[config.mk]
export PLATFORM = sky130hd
export DESIGN_NAME = lcd_scan_timing
export DESIGN_NICKNAME = d
export VERILOG_FILES = /design/src/rtl/lcd_scan_pkg.sv /design/src/rtl/scan_slot_timer.sv /design/src/rtl/scan_row_seq.sv /design/src/rtl/scan_polarity.sv /design/src/rtl/scan_com_decode.sv /design/src/rtl/lcd_scan_timing.sv
export SDC_FILE = /design/constraint.sdc
export NUM_CORES = 1
export LEC_CHECK = 0
export CAP_MARGIN = 20
export CELL_PAD_IN_SITES_DETAIL_PLACEMENT = 1
export CELL_PAD_IN_SITES_GLOBAL_PLACEMENT = 2
export CORE_MARGIN = 3
export CORE_UTILIZATION = 42
export CTS_BUF_LIST = sky130_fd_sc_hd__clkbuf_4
export CTS_CLUSTER_DIAMETER = 80
export DETAILED_ROUTE_END_ITERATION = 12
export DONT_BUFFER_PORTS = 1
export PLACE_DENSITY = 0.92
export SLEW_MARGIN = 20
export SYNTH_ARGS = -nofsm -noshare
export SYNTH_HDL_FRONTEND = slang
export SYNTH_SLANG_ARGS = --single-unit
[constraint.sdc]
create_clock -name clk -period 3 [get_ports clk]
set_input_delay 0.9 -clock clk [delete_from_list [all_inputs] [get_ports clk]]
set_output_delay 0.9 -clock clk [all_outputs]
set_load 0.02 [all_outputs]
[src/rtl/lcd_scan_pkg.sv]
package lcd_scan_pkg;

  typedef enum logic [1:0] {
    DUTY_EIGHTH    = 2'b00,
    DUTY_ELEVENTH  = 2'b01,
    DUTY_SIXTEENTH = 2'b10
  } duty_e;

  // Codes 2'b10 and 2'b11 both select the sixteen-common ratio.
  function automatic duty_e decode_duty(input logic [1:0] code);
    case (code)
      2'b00:   return DUTY_EIGHTH;
      2'b01:   return DUTY_ELEVENTH;
      default: return DUTY_SIXTEENTH;
    endcase
  endfunction

endpackage

[src/rtl/scan_slot_timer.sv]
module scan_slot_timer #(
  parameter int SLOT_LONG  = 800,
  parameter int SLOT_SHORT = 400
) (
  input  logic clk,
  input  logic rst_n,
  input  logic short_slot,
  output logic slot_start,
  output logic slot_end
);
  localparam int CW = $clog2(SLOT_LONG);
  localparam logic [CW-1:0] LONG_LAST  = CW'(SLOT_LONG - 1);
  localparam logic [CW-1:0] SHORT_LAST = CW'(SLOT_SHORT - 1);

  logic [CW-1:0] cnt;

  assign slot_end   = (cnt == (short_slot ? SHORT_LAST : LONG_LAST));
  assign slot_start = (cnt == '0);

  always_ff @(posedge clk or negedge rst_n) begin
    if (!rst_n)        cnt <= '0;
    else if (slot_end) cnt <= '0;
    else               cnt <= cnt + 1'b1;
  end

  AST_SLOT_BOUND: assert property (@(posedge clk) disable iff (!rst_n)
    cnt <= LONG_LAST);
  AST_STB_PULSE: assert property (@(posedge clk) disable iff (!rst_n)
    slot_start |=> !slot_start);
  AST_SLOT_RESTART: assert property (@(posedge clk) disable iff (!rst_n)
    slot_end |=> slot_start);

endmodule

[src/rtl/scan_row_seq.sv]
module scan_row_seq
  import lcd_scan_pkg::*;
#(
  parameter int NUM_COMMONS     = 16,
  parameter int ROWS_SMALL_FONT = 8,
  parameter int ROWS_LARGE_FONT = 11,
  localparam int RW = $clog2(NUM_COMMONS)
) (
  input  logic          clk,
  input  logic          rst_n,
  input  logic          slot_end,
  input  logic [1:0]    duty_code,
  output logic [RW-1:0] row,
  output duty_e         active_duty,
  output logic          frame_end
);
  logic [RW-1:0] last_row;

  always_comb begin
    case (active_duty)
      DUTY_EIGHTH:   last_row = RW'(ROWS_SMALL_FONT - 1);
      DUTY_ELEVENTH: last_row = RW'(ROWS_LARGE_FONT - 1);
      default:       last_row = RW'(NUM_COMMONS - 1);
    endcase
  end

  assign frame_end = slot_end && (row == last_row);

  always_ff @(posedge clk or negedge rst_n) begin
    if (!rst_n) begin
      row         <= '0;
      active_duty <= DUTY_EIGHTH;
    end else if (frame_end) begin
      row         <= '0;
      active_duty <= decode_duty(duty_code);
    end else if (slot_end) begin
      row         <= row + 1'b1;
    end
  end

  AST_ROW_HOLD: assert property (@(posedge clk) disable iff (!rst_n)
    !slot_end |=> $stable(row));
  AST_ROW_STEP: assert property (@(posedge clk) disable iff (!rst_n)
    (slot_end && !frame_end) |=> (row == $past(row) + 1'b1));
  AST_ROW_WRAP: assert property (@(posedge clk) disable iff (!rst_n)
    frame_end |=> (row == '0));
  AST_DUTY_FRAME: assert property (@(posedge clk) disable iff (!rst_n)
    !frame_end |=> $stable(active_duty));

endmodule

[src/rtl/scan_polarity.sv]
module scan_polarity (
  input  logic clk,
  input  logic rst_n,
  input  logic per_line,
  input  logic slot_end,
  input  logic frame_end,
  output logic polarity
);
  logic flip;

  assign flip = per_line ? slot_end : frame_end;

  always_ff @(posedge clk or negedge rst_n) begin
    if (!rst_n)    polarity <= 1'b0;
    else if (flip) polarity <= ~polarity;
  end

  AST_POL_FRAME: assert property (@(posedge clk) disable iff (!rst_n)
    (!per_line && !frame_end) |=> $stable(polarity));
  AST_POL_LINE: assert property (@(posedge clk) disable iff (!rst_n)
    (per_line && slot_end) |=> (polarity != $past(polarity)));

endmodule

[src/rtl/scan_com_decode.sv]
module scan_com_decode #(
  parameter int NUM_COMMONS = 16,
  localparam int RW = $clog2(NUM_COMMONS)
) (
  input  logic [RW-1:0]          row,
  input  logic                   mirrored,
  output logic [NUM_COMMONS-1:0] com_sel
);
  localparam logic [RW:0] HALF_W = (RW+1)'(NUM_COMMONS / 2);
  localparam logic [RW:0] FULL_W = (RW+1)'(NUM_COMMONS);

  logic [RW:0]   shifted;
  logic [RW-1:0] phys;

  always_comb begin
    shifted = {1'b0, row} + (mirrored ? HALF_W : '0);
    if (shifted >= FULL_W) phys = RW'(shifted - FULL_W);
    else                   phys = RW'(shifted);
  end

  for (genvar i = 0; i < NUM_COMMONS; i++) begin : g_com
    assign com_sel[i] = (phys == RW'(i));
  end

endmodule

[src/rtl/lcd_scan_timing.sv]
module lcd_scan_timing
  import lcd_scan_pkg::*;
#(
  parameter int NUM_COMMONS     = 16,
  parameter int ROWS_SMALL_FONT = 8,
  parameter int ROWS_LARGE_FONT = 11,
  parameter int SLOT_LONG       = 800,
  parameter int SLOT_SHORT      = 400,
  localparam int RW = $clog2(NUM_COMMONS)
) (
  input  logic                   clk,
  input  logic                   rst_n,
  input  logic [1:0]             duty_code,
  input  logic                   orient_normal,
  input  logic                   wave_per_line,
  output logic [NUM_COMMONS-1:0] com_sel,
  output logic [RW-1:0]          row_idx,
  output logic                   latch_stb,
  output logic                   polarity,
  output logic                   bias_fifth,
  output logic                   seg_reversed
);
  duty_e active_duty;
  logic  slot_end;
  logic  frame_end;

  scan_slot_timer #(
    .SLOT_LONG (SLOT_LONG),
    .SLOT_SHORT(SLOT_SHORT)
  ) u_timer (
    .clk       (clk),
    .rst_n     (rst_n),
    .short_slot(active_duty == DUTY_SIXTEENTH),
    .slot_start(latch_stb),
    .slot_end  (slot_end)
  );

  scan_row_seq #(
    .NUM_COMMONS    (NUM_COMMONS),
    .ROWS_SMALL_FONT(ROWS_SMALL_FONT),
    .ROWS_LARGE_FONT(ROWS_LARGE_FONT)
  ) u_rows (
    .clk        (clk),
    .rst_n      (rst_n),
    .slot_end   (slot_end),
    .duty_code  (duty_code),
    .row        (row_idx),
    .active_duty(active_duty),
    .frame_end  (frame_end)
  );

  scan_polarity u_pol (
    .clk      (clk),
    .rst_n    (rst_n),
    .per_line (wave_per_line),
    .slot_end (slot_end),
    .frame_end(frame_end),
    .polarity (polarity)
  );

  scan_com_decode #(
    .NUM_COMMONS(NUM_COMMONS)
  ) u_com (
    .row     (row_idx),
    .mirrored(~orient_normal),
    .com_sel (com_sel)
  );

  assign bias_fifth   = (active_duty == DUTY_SIXTEENTH);
  assign seg_reversed = ~orient_normal;

  AST_COM_ONEHOT: assert property (@(posedge clk) disable iff (!rst_n)
    $countones(com_sel) == 1);
  AST_ROW_ON_STB: assert property (@(posedge clk) disable iff (!rst_n)
    !$stable(row_idx) |-> latch_stb);
  AST_BIAS_AT_FRAME: assert property (@(posedge clk) disable iff (!rst_n)
    !$stable(bias_fifth) |-> (latch_stb && row_idx == '0));

endmodule

==> run metrics, run 1 <==
Num Clock Sinks 17; R2R Path Start u_rows.row[2]$_DFFE_PN0P_; Non-Filler Instances 146; Seq/Total Area, Yosys 37.4%; H-tree Lvls 1; CTS Buffer Depth 2; Max Clock Skew ~5.6 ps; CP max FO 12; status finished clean; chip height about 58 um; initial antenna violation count 0; FF-to-FF path depth 4; Routed WL per cell approximately 16 um; DR DRC count 0; power per cell area 313 nW/um2; Die Wd between 50 and 60 um; 1st-iter DRT viols 27; Worst Max-Slew Pin Slew around 610 ps; peak supply drop 0.000209 V; Core Util, Final 46.7%; Tcrit/Tclk final 86.2%; gr usage total 16.4%; post-route ant nets 0; DRT Pass-1 Iters 4; Via Count 838; vias in the first global route 923; CTS tree built; Synth Flop Type dfrtp_1; crit path kind register to output pin; Ports 30; via/cell ratio between 5 and 6; ranking of synthesized cells by area dfrtp_1 (37%), ha_1 (6.6%), and3_1 (5.5%); Mapped Area between 1000 and 1500 um2; diode count 0; Slew Limit Fails 0; hold buffer count at cts 0; core area approximately 2500 um2; Worst Setup SP u_rows.row[0]$_DFFE_PN0P_; Cells after DPL 142; final net count between 100 and 150; Area Growth Syn to Fin 3.63%; #FFs+latches synth 17; fmax slightly below 400 MHz; largest net degree at the start of global routing 21; Hold Crit Class input port to async pin; RSZ-0062 raised after global routing false; Post-CTS Setup Bufs 0; Clock Tree Root clkbuf_4; post-synth top area share between 30% and 40%; drt total wl ~2400 um; Synth cell types 39; layout cells sized above 1 12.1%; Synth warnings 0; grt ovf 0; Fillers 301; Max-Cap Viols 0; leakage power around 0.00054 uW; CTS Buf Count 3; die area 3370 um2; input/output buffers 0; Detailed Place HPWL approximately 1800 um; worst skew pair latency ~290 ps; WHS between 200 and 300 ps; Final Hold Fails 0; relative slew slack between 50% and 60%; Starting Density 45.1%; WP data required 2100 ps; syn avg cell area a little under 10 um2; Data arrival, critical path between 1500 and 2000 ps; Sum Neg Setup Slack 0 ps; Final Critical Period between 2000 and 3000 ps; final setup vio count 0; first-pass GRT wire length approximately 4200 um; largest area contributor in the netlist dfrtp_1; routability cong. ~0.77; number of flops mapped to enable cells by yosys 0; CTS resizes 0; Mapped Nets ~130; post-layout power between 300 and 400 uW; Crit. End Element output pin; gate count of the mapped netlist around 120; fraction of registers with async set/reset 100%; CP Launch Type register; FP Rows 18; CTS clk-pin slew, worst paths ~100 ps
## layer usage
layer / routed length, um / global-route usage [%] / vias up / share of wire [%]
li1: - / - / 404 / -
met1: 956 / 17.2 / 411 / 40
met2: 1270 / 30.3 / 19 / 53
met3: 117 / 2.90 / 4 / 4.9
met4: 44 / 9.60 / 0 / 1.8
met5: 0 / 0 / - / 0
## metrics by stage
stage	setup slack, ps	area, um2
floorplan	639	1140
global placement	547	1150
detailed placement	493	1150
CTS	389	1180
global route	289	1180
finish	413	1180
## layout by cell type, fill, tap and decap left out, drive strengths merged, types with 3 or more instances in the layout
cell / count
dfrtp: 17
nor2: 14
and3: 11
inv: 7
xor2: 7
and2: 6
ha: 6
nand3: 5
xnor2: 4
clkbuf: 4
o21ai: 4
mux2: 3
and4: 3
nor2b: 3
## cell usage after synthesis, drive strengths merged, types with 3 or more instances
| library cell | number |
|---|---|
| dfrtp | 17 |
| nor2 | 14 |
| and3 | 11 |
| inv | 7 |
| xor2 | 7 |
| and2 | 6 |
| ha | 6 |
| nand3 | 5 |
| o21ai | 4 |
| xnor2 | 4 |
| and4 | 3 |
| mux2 | 3 |
| nor2b | 3 |
## worst max-delay path, stage by stage (launching register included)
cell and delay, ps:
dfrtp_1 670, ha_1 290, nand2b_1 110, nor2_1 320
## state kept, by name, indices dropped and copies added (netlist names)
| register | count |
|---|---|
| u_pol.polarity | 1 |
| u_rows.active_duty | 2 |
| u_rows.row | 4 |
| u_timer.cnt | 10 |
## worst paths after layout
check | endpoint | slack (ps)
max | com_sel[11] | 410
max reg2reg | u_rows.active_duty[1]$_DFFE_PN0P_ | 1060
min | u_timer.cnt[1]$_DFF_PN0_ | 290
min reg2reg | u_timer.cnt[0]$_DFF_PN0_ | 520
min in group clk | u_timer.cnt[0]$_DFF_PN0_ | 520
max in group asynchronous | u_pol.polarity$_DFFE_PN0P_ | 2630
## cell families (layout without fill, tap and decap cells)
logic type,count (synthesis),count (layout),share of synthesized area (%)
flops,17,17,37.4
simple gates,57,57,32.6
mux,3,3,2.97
xor+xnor,11,11,8.47
buf+inv,10,11,4.62
compound gates,11,11,7.37
fa+ha+maj,6,6,6.60
## final cells by class
class | count | area (um2) | share of cell area (%)
Sequential cell | 17 | 425 | 36.1
Inverter | 7 | 26.3 | 2.23
Tap cell | 30 | 37.5 | 3.18
Multi-Input combinational cell | 88 | 659 | 55.9
Clock buffer | 4 | 30.0 | 2.55
## power by group
group	switching [uW]	leakage [uW]	internal, uW
sequential	0	0.000218	229
combinational	6.43	0.000304	2.25
clock	70.7	0.0000184	60.7
total	77.2	0.000540	292
Power figures use the tool's default switching activity.
==> run 2: changes to the inputs <==
Settings changed: CORE_UTILIZATION 42 to 40, CTS_BUF_LIST sky130_fd_sc_hd__clkbuf_4 to unset, PLACE_DENSITY 0.92 to 0.89.
==> run 2 against run 1 <==
Global-route usage is 1.9 points lower. Flip-flop and latch count stayed put. Combinational power is 0.8% lower. Critical path depth stayed put. Clock power is 5% lower. Sequential power hardly changed. Design area is 0.32% lower. Register-to-register slack better by 40 ps. Core utilization is 1.4 points lower. Setup slack worse by 29 ps. Fmax is 1.1% lower. Count of clock-buffer cells in the layout stayed put.
==> run metrics, run 2 (synthesized netlist as in run 1, its figures left out) <==
core area 2590 um2 (was 2520 um2); drt total wl 2360 um (was 2390 um); Detailed Place HPWL 1810 um (was 1800 um); Crit. End Element output pin (unchanged); input/output buffers 0 (unchanged); worst path buffer plus inverter count 0 (unchanged); Fillers 304 (was 301); commonest non-fill, non-tap cell in the layout dfrtp_1 (unchanged); Worst Setup SP u_rows.row[0]$_DFFE_PN0P_ (unchanged); number of flip-flops in the largest register 10 (unchanged); met2 routed WL 1220 um (was 1270 um); post-route ant nets 0 (unchanged); highest-delay cell along the critical path dfrtp_1 (unchanged); Max Clock Skew 11.2 ps (was 5.65 ps); DRT Pass-1 Iters 4 (unchanged); via/cell ratio 5.77 (was 5.74); Worst Max-Slew Pin Slew 623 ps (was 608 ps); Data arrival, critical path 1720 ps (was 1690 ps); CTS Buffer Depth 2 (unchanged); Slew Limit Fails 0 (unchanged); Core Util, Final 45.4% (was 46.7%); R2R Path Start u_rows.row[2]$_DFFE_PN0P_ (unchanged); CP Launch Type register (unchanged); Tcrit/Tclk final 87.2% (was 86.2%); Final Critical Period 2620 ps (was 2590 ps); gr usage total 14.6% (was 16.4%); Sum Neg Setup Slack 0 ps (unchanged); leakage power 0.000537 uW (was 0.000540 uW); met3 wire len 126 um (was 117 um); Final Hold Fails 0 (unchanged); final net count 129 (unchanged); crit path kind register to output pin (unchanged); FF-to-FF path depth 4 (unchanged); diode count 0 (unchanged); worst skew pair latency 300 ps (was 290 ps); FP Rows 18 (unchanged); WP data required 2100 ps (about the same); fmax 382 MHz (was 386 MHz); power per cell area 308 nW/um2 (was 313 nW/um2); Num Clock Sinks 17 (unchanged); die area 3520 um2 (was 3370 um2); peak supply drop 0.000229 V (was 0.000209 V); H-tree Lvls 1 (unchanged); routability cong. 0.819 (was 0.768); CP max FO 12 (unchanged); commonest non-fill, non-tap cells in the layout dfrtp_1 (17), nor2_1 (13), and3_1 (10) (unchanged); DR DRC count 0 (unchanged); Starting Density 43.9% (was 45.1%); critical path's largest stage delay 660 ps (was 670 ps); uppermost layer routed met4 (unchanged); layout cells sized above 1 11.2% (was 12.1%); Area Growth Syn to Fin 3.30% (was 3.63%); 1st-iter DRT viols 28 (was 27); status finished clean (unchanged); largest net degree at the start of global routing 21 (unchanged); Die Wd 59.3 um (was 58.0 um); CTS clk-pin slew, worst paths 100 ps (about the same); Largest regs u_timer.cnt x10, u_rows.row x4, u_rows.active_duty x2 (unchanged); vias in the first global route 775 (was 923); Worst R2R End u_rows.active_duty[0]$_DFFE_PN0P_ (was u_rows.active_duty[1]$_DFFE_PN0P_); Hold Crit Class input port to async pin (unchanged); RSZ-0062 raised after global routing false (unchanged); relative slew slack 58.4% (was 59.5%); initial antenna violation count 0 (unchanged); first-pass GRT wire length 3840 um (was 4200 um); final setup vio count 0 (unchanged); Cells after DPL 142 (unchanged); Clock Tree Root clkbuf_4 (unchanged); chip height 59.3 um (was 58.0 um); Max-Cap Viols 0 (unchanged); CTS Buf Count 3 (unchanged); Via Count 842 (was 838); Non-Filler Instances 146 (unchanged); hold buffer count at cts 0 (unchanged); Post-CTS Setup Bufs 0 (unchanged); Routed WL per cell 16.2 um (was 16.4 um); Reg2Reg Setup Slack 1100 ps (was 1060 ps); crit-path leading delay family flip-flops (unchanged); CTS tree built (unchanged); crit-path cells ha_1, nand2b_1, nor2_1 (unchanged); Reg with most FFs u_timer.cnt (unchanged); Met1 Wirelength 987 um (was 956 um); grt ovf 0 (unchanged); CTS resizes 0 (unchanged); Ports 30 (unchanged)
-- run 2: cell counts in the layout (fill, tap and decap cells not counted) --
No cell type changed its count.
-- run 2: cell type report --
type	instances	area, um2	share of cell area [%]
multi-input cells	88	659	56.1
flip-flops and latches	17	425	36.2
clock buffers	4	26.3	2.24
well taps	30	37.5	3.19
inverters	7	26.3	2.24
-- run 2: power breakdown --
part / switching [uW] / internal (uW)
combinational: 6.36 / 2.25
clock: 72.6 / 51.9
sequential: 0 / 229
-- run 2: how the worst max path moves through the flow --
stage | end | cells past startpoint
6_report | com_sel[11] | 3
5_1_grt | com_sel[11] | 3
4_1_cts | com_sel[11] | 3
3_5_place_dp | com_sel[1] | 3
3_3_place_gp | com_sel[1] | 3
2_1_floorplan | com_sel[12] | 2
-- run 2: per-stage QoR --
stage | cell area [um2] | hold slack [ps] | power (uW) | setup WS [ps]
finish | 1170 | 278 | 362 | 384
global route | 1170 | 248 | 383 | 243
CTS | 1170 | 267 | 368 | 363
detailed placement | 1150 | 512 | 242 | 496
global placement | 1150 | 493 | 242 | 540
floorplan | 1140 | 469 | 241 | 639
-- run 2: metal layers --
metal	track usage [%]	vias to the layer above
met1	17.7	418
met3	5.23	5
met4	3.88	0
met2	24.2	17
li1	-	402
met5	0	-
==> run 3: changes to the inputs <==
Settings changed: RECOVER_POWER set to 100, SETUP_SLACK_MARGIN set to 0.4.
==> run 3 against run 2 <==
Combinational power shrank 1%. Global-route usage about the same. Routed wire length is essentially flat. Worst hold slack better by 1.8 ps. Count of clock-buffer cells in the layout unchanged. Via count did not move. Flip-flop and latch count stayed put. Design area down 1.7%. Clock power about the same. Non-clock buffer count stayed put. Core utilization shrank 0.77 points. Setup slack gained 2.5 ps.
==> run metrics, run 3 (synthesized netlist as in run 1, its figures left out) <==
CTS clk-pin slew, worst paths 100 ps (about the same); met1 Usage GRT 17.9% (was 17.7%); crit path kind register to output pin (unchanged); grt ovf 0 (unchanged); chip height 59.3 um (unchanged); DR DRC count 0 (unchanged); post-route ant nets 0 (unchanged); Clock Tree Root clkbuf_4 (unchanged); WP data required 2100 ps (about the same); first-pass GRT wire length 3850 um (was 3840 um); diode count 0 (unchanged); final setup vio count 0 (unchanged); status finished clean (unchanged); DRT Pass-1 Iters 4 (unchanged); Ports 30 (unchanged); H-tree Lvls 1 (unchanged); GRT met3 Usage 5.23% (unchanged); Crit. path cell count 3 (unchanged); Reg with most FFs u_timer.cnt (unchanged); Largest regs u_timer.cnt x10, u_rows.row x4, u_rows.active_duty x2 (unchanged); largest net degree at the start of global routing 21 (unchanged); Final Critical Period 2610 ps (was 2620 ps); gr usage total 14.6% (about the same); Worst Max-Slew Pin Slew 631 ps (was 623 ps); vias in the first global route 780 (was 775); input/output buffers 0 (unchanged); Cells after DPL 142 (unchanged); R2R Path Start u_rows.row[2]$_DFFE_PN0P_ (unchanged); Tcrit/Tclk final 87.1% (was 87.2%); Crit. End Element output pin (unchanged); CP Launch Type register (unchanged); Routed WL per cell 16.2 um (about the same); routability cong. 0.819 (unchanged); CTS Buf Count 3 (unchanged); relative slew slack 57.9% (was 58.4%); layout cells sized above 1 6.03% (was 11.2%); FF-to-FF path depth 4 (unchanged); Max Clock Skew 9.58 ps (was 11.2 ps); worst skew pair latency 300 ps (about the same); CP max FO 12 (unchanged); Die Wd 59.3 um (unchanged); Detailed Place HPWL 1810 um (unchanged); Final Hold Fails 0 (unchanged); Sum Neg Setup Slack 0 ps (unchanged); peak supply drop 0.000229 V (about the same); highest-delay cell along the critical path dfrtp_1 (unchanged); fmax 383 MHz (was 382 MHz); via/cell ratio 5.77 (unchanged); power per cell area 313 nW/um2 (was 308 nW/um2); leakage power 0.000532 uW (was 0.000537 uW); Worst R2R End u_rows.active_duty[0]$_DFFE_PN0P_ (unchanged); critical path's largest stage delay 660 ps (about the same); Starting Density 43.9% (unchanged); die area 3520 um2 (unchanged); initial antenna violation count 0 (unchanged); crit-path leading delay family flip-flops (unchanged); CTS Buffer Depth 2 (unchanged); drt total wl 2360 um (about the same); Post-CTS Setup Bufs 0 (unchanged); WHS 280 ps (was 278 ps); commonest non-fill, non-tap cells in the layout dfrtp_1 (17), nor2_1 (14), and3_1 (11) (was dfrtp_1 (17), nor2_1 (13), and3_1 (10)); Slew Limit Fails 0 (unchanged); Top Usage Layer GRT met2 (unchanged); crit-path cells ha_1, nand2b_1, nor2_1 (unchanged); CTS resizes 1 (was 0); Max-Cap Viols 0 (unchanged); CTS tree built (unchanged); RSZ-0062 raised after global routing false (unchanged); Non-Filler Instances 146 (unchanged); 1st-iter DRT viols 30 (was 28); Data arrival, critical path 1710 ps (was 1720 ps); number of flip-flops in the largest register 10 (unchanged); Area Growth Syn to Fin 1.54% (was 3.30%); FP Rows 18 (unchanged); core area 2590 um2 (unchanged); global-route met2 utilization 24.2% (unchanged); Reg2Reg Setup Slack 900 ps (was 1100 ps); Via Count 842 (unchanged); hold buffer count at cts 0 (unchanged); worst path buffer plus inverter count 0 (unchanged); commonest non-fill, non-tap cell in the layout dfrtp_1 (unchanged); Hold Crit Class input port to async pin (unchanged); final net count 129 (unchanged); Num Clock Sinks 17 (unchanged)
## run 3: changes by cell type in the layout (fill, tap and decap cells not counted)
cell / before / now
and2_0: 0 / 6
and2_1: 6 / 0
a211oi_1: 0 / 1
a211oi_2: 1 / 0
and3_1: 10 / 11
and3_2: 1 / 0
nand3_1: 3 / 4
nand3_2: 2 / 1
nor2_1: 13 / 14
nor2_2: 1 / 0
nor2b_1: 2 / 3
nor2b_2: 1 / 0
o21ai_0: 3 / 4
o21ai_2: 1 / 0
## run 3: worst register-to-register path, cell delays in order (launching register included)
cell      delay [ps]
dfrtp_1          760
and4bb_1         280
o21ai_0          420
a211oi_1         200
mux2_1           330
## run 3: how the worst max path moves through the flow
| stage | from | endpoint | slack, ps |
|---|---|---|---|
| finish | u_rows.row[0]$_DFFE_PN0P_ | com_sel[11] | 390 |
| global route | u_rows.row[0]$_DFFE_PN0P_ | com_sel[11] | 240 |
| CTS | u_rows.row[3]$_DFFE_PN0P_ | com_sel[1] | 440 |
| detailed placement | orient_normal | com_sel[1] | 500 |
| global placement | orient_normal | com_sel[1] | 540 |
| floorplan | orient_normal | com_sel[12] | 640 |
## run 3: cell type report
class / count / area [um2]
clock buffer: 4 / 26.3
fill: 310 / 1440
inverter: 7 / 26.3
multi-input combinational: 88 / 639
sequential: 17 / 425
tap: 30 / 37.5
## run 3: layer usage
| layer | part of all wire [%] | wire [um] |
|---|---|---|
| met1 | 42 | 986 |
| met2 | 52 | 1220 |
| met3 | 5.3 | 126 |
| met4 | 1.2 | 29 |
| met5 | 0 | 0 |
## run 3: report_power, final
group	switching, uW	leakage [uW]	internal (uW)
combinational	6.38	0.000300	2.13
clock	71.8	0.0000150	51.8
sequential	0	0.000218	229
## run 3: metrics by stage
| stage | setup slack, ps | util [%] | cell area (um2) | power, uW |
|---|---|---|---|---|
| detailed placement | 496 | 44.3 | 1150 | 242 |
| global route | 243 | 44.6 | 1150 | 383 |
| finish | 386 | 44.6 | 1150 | 361 |
| global placement | 540 | 44.3 | 1150 | 242 |
| CTS | 437 | 45.4 | 1180 | 368 |
| floorplan | 639 | - | 1140 | 241 |
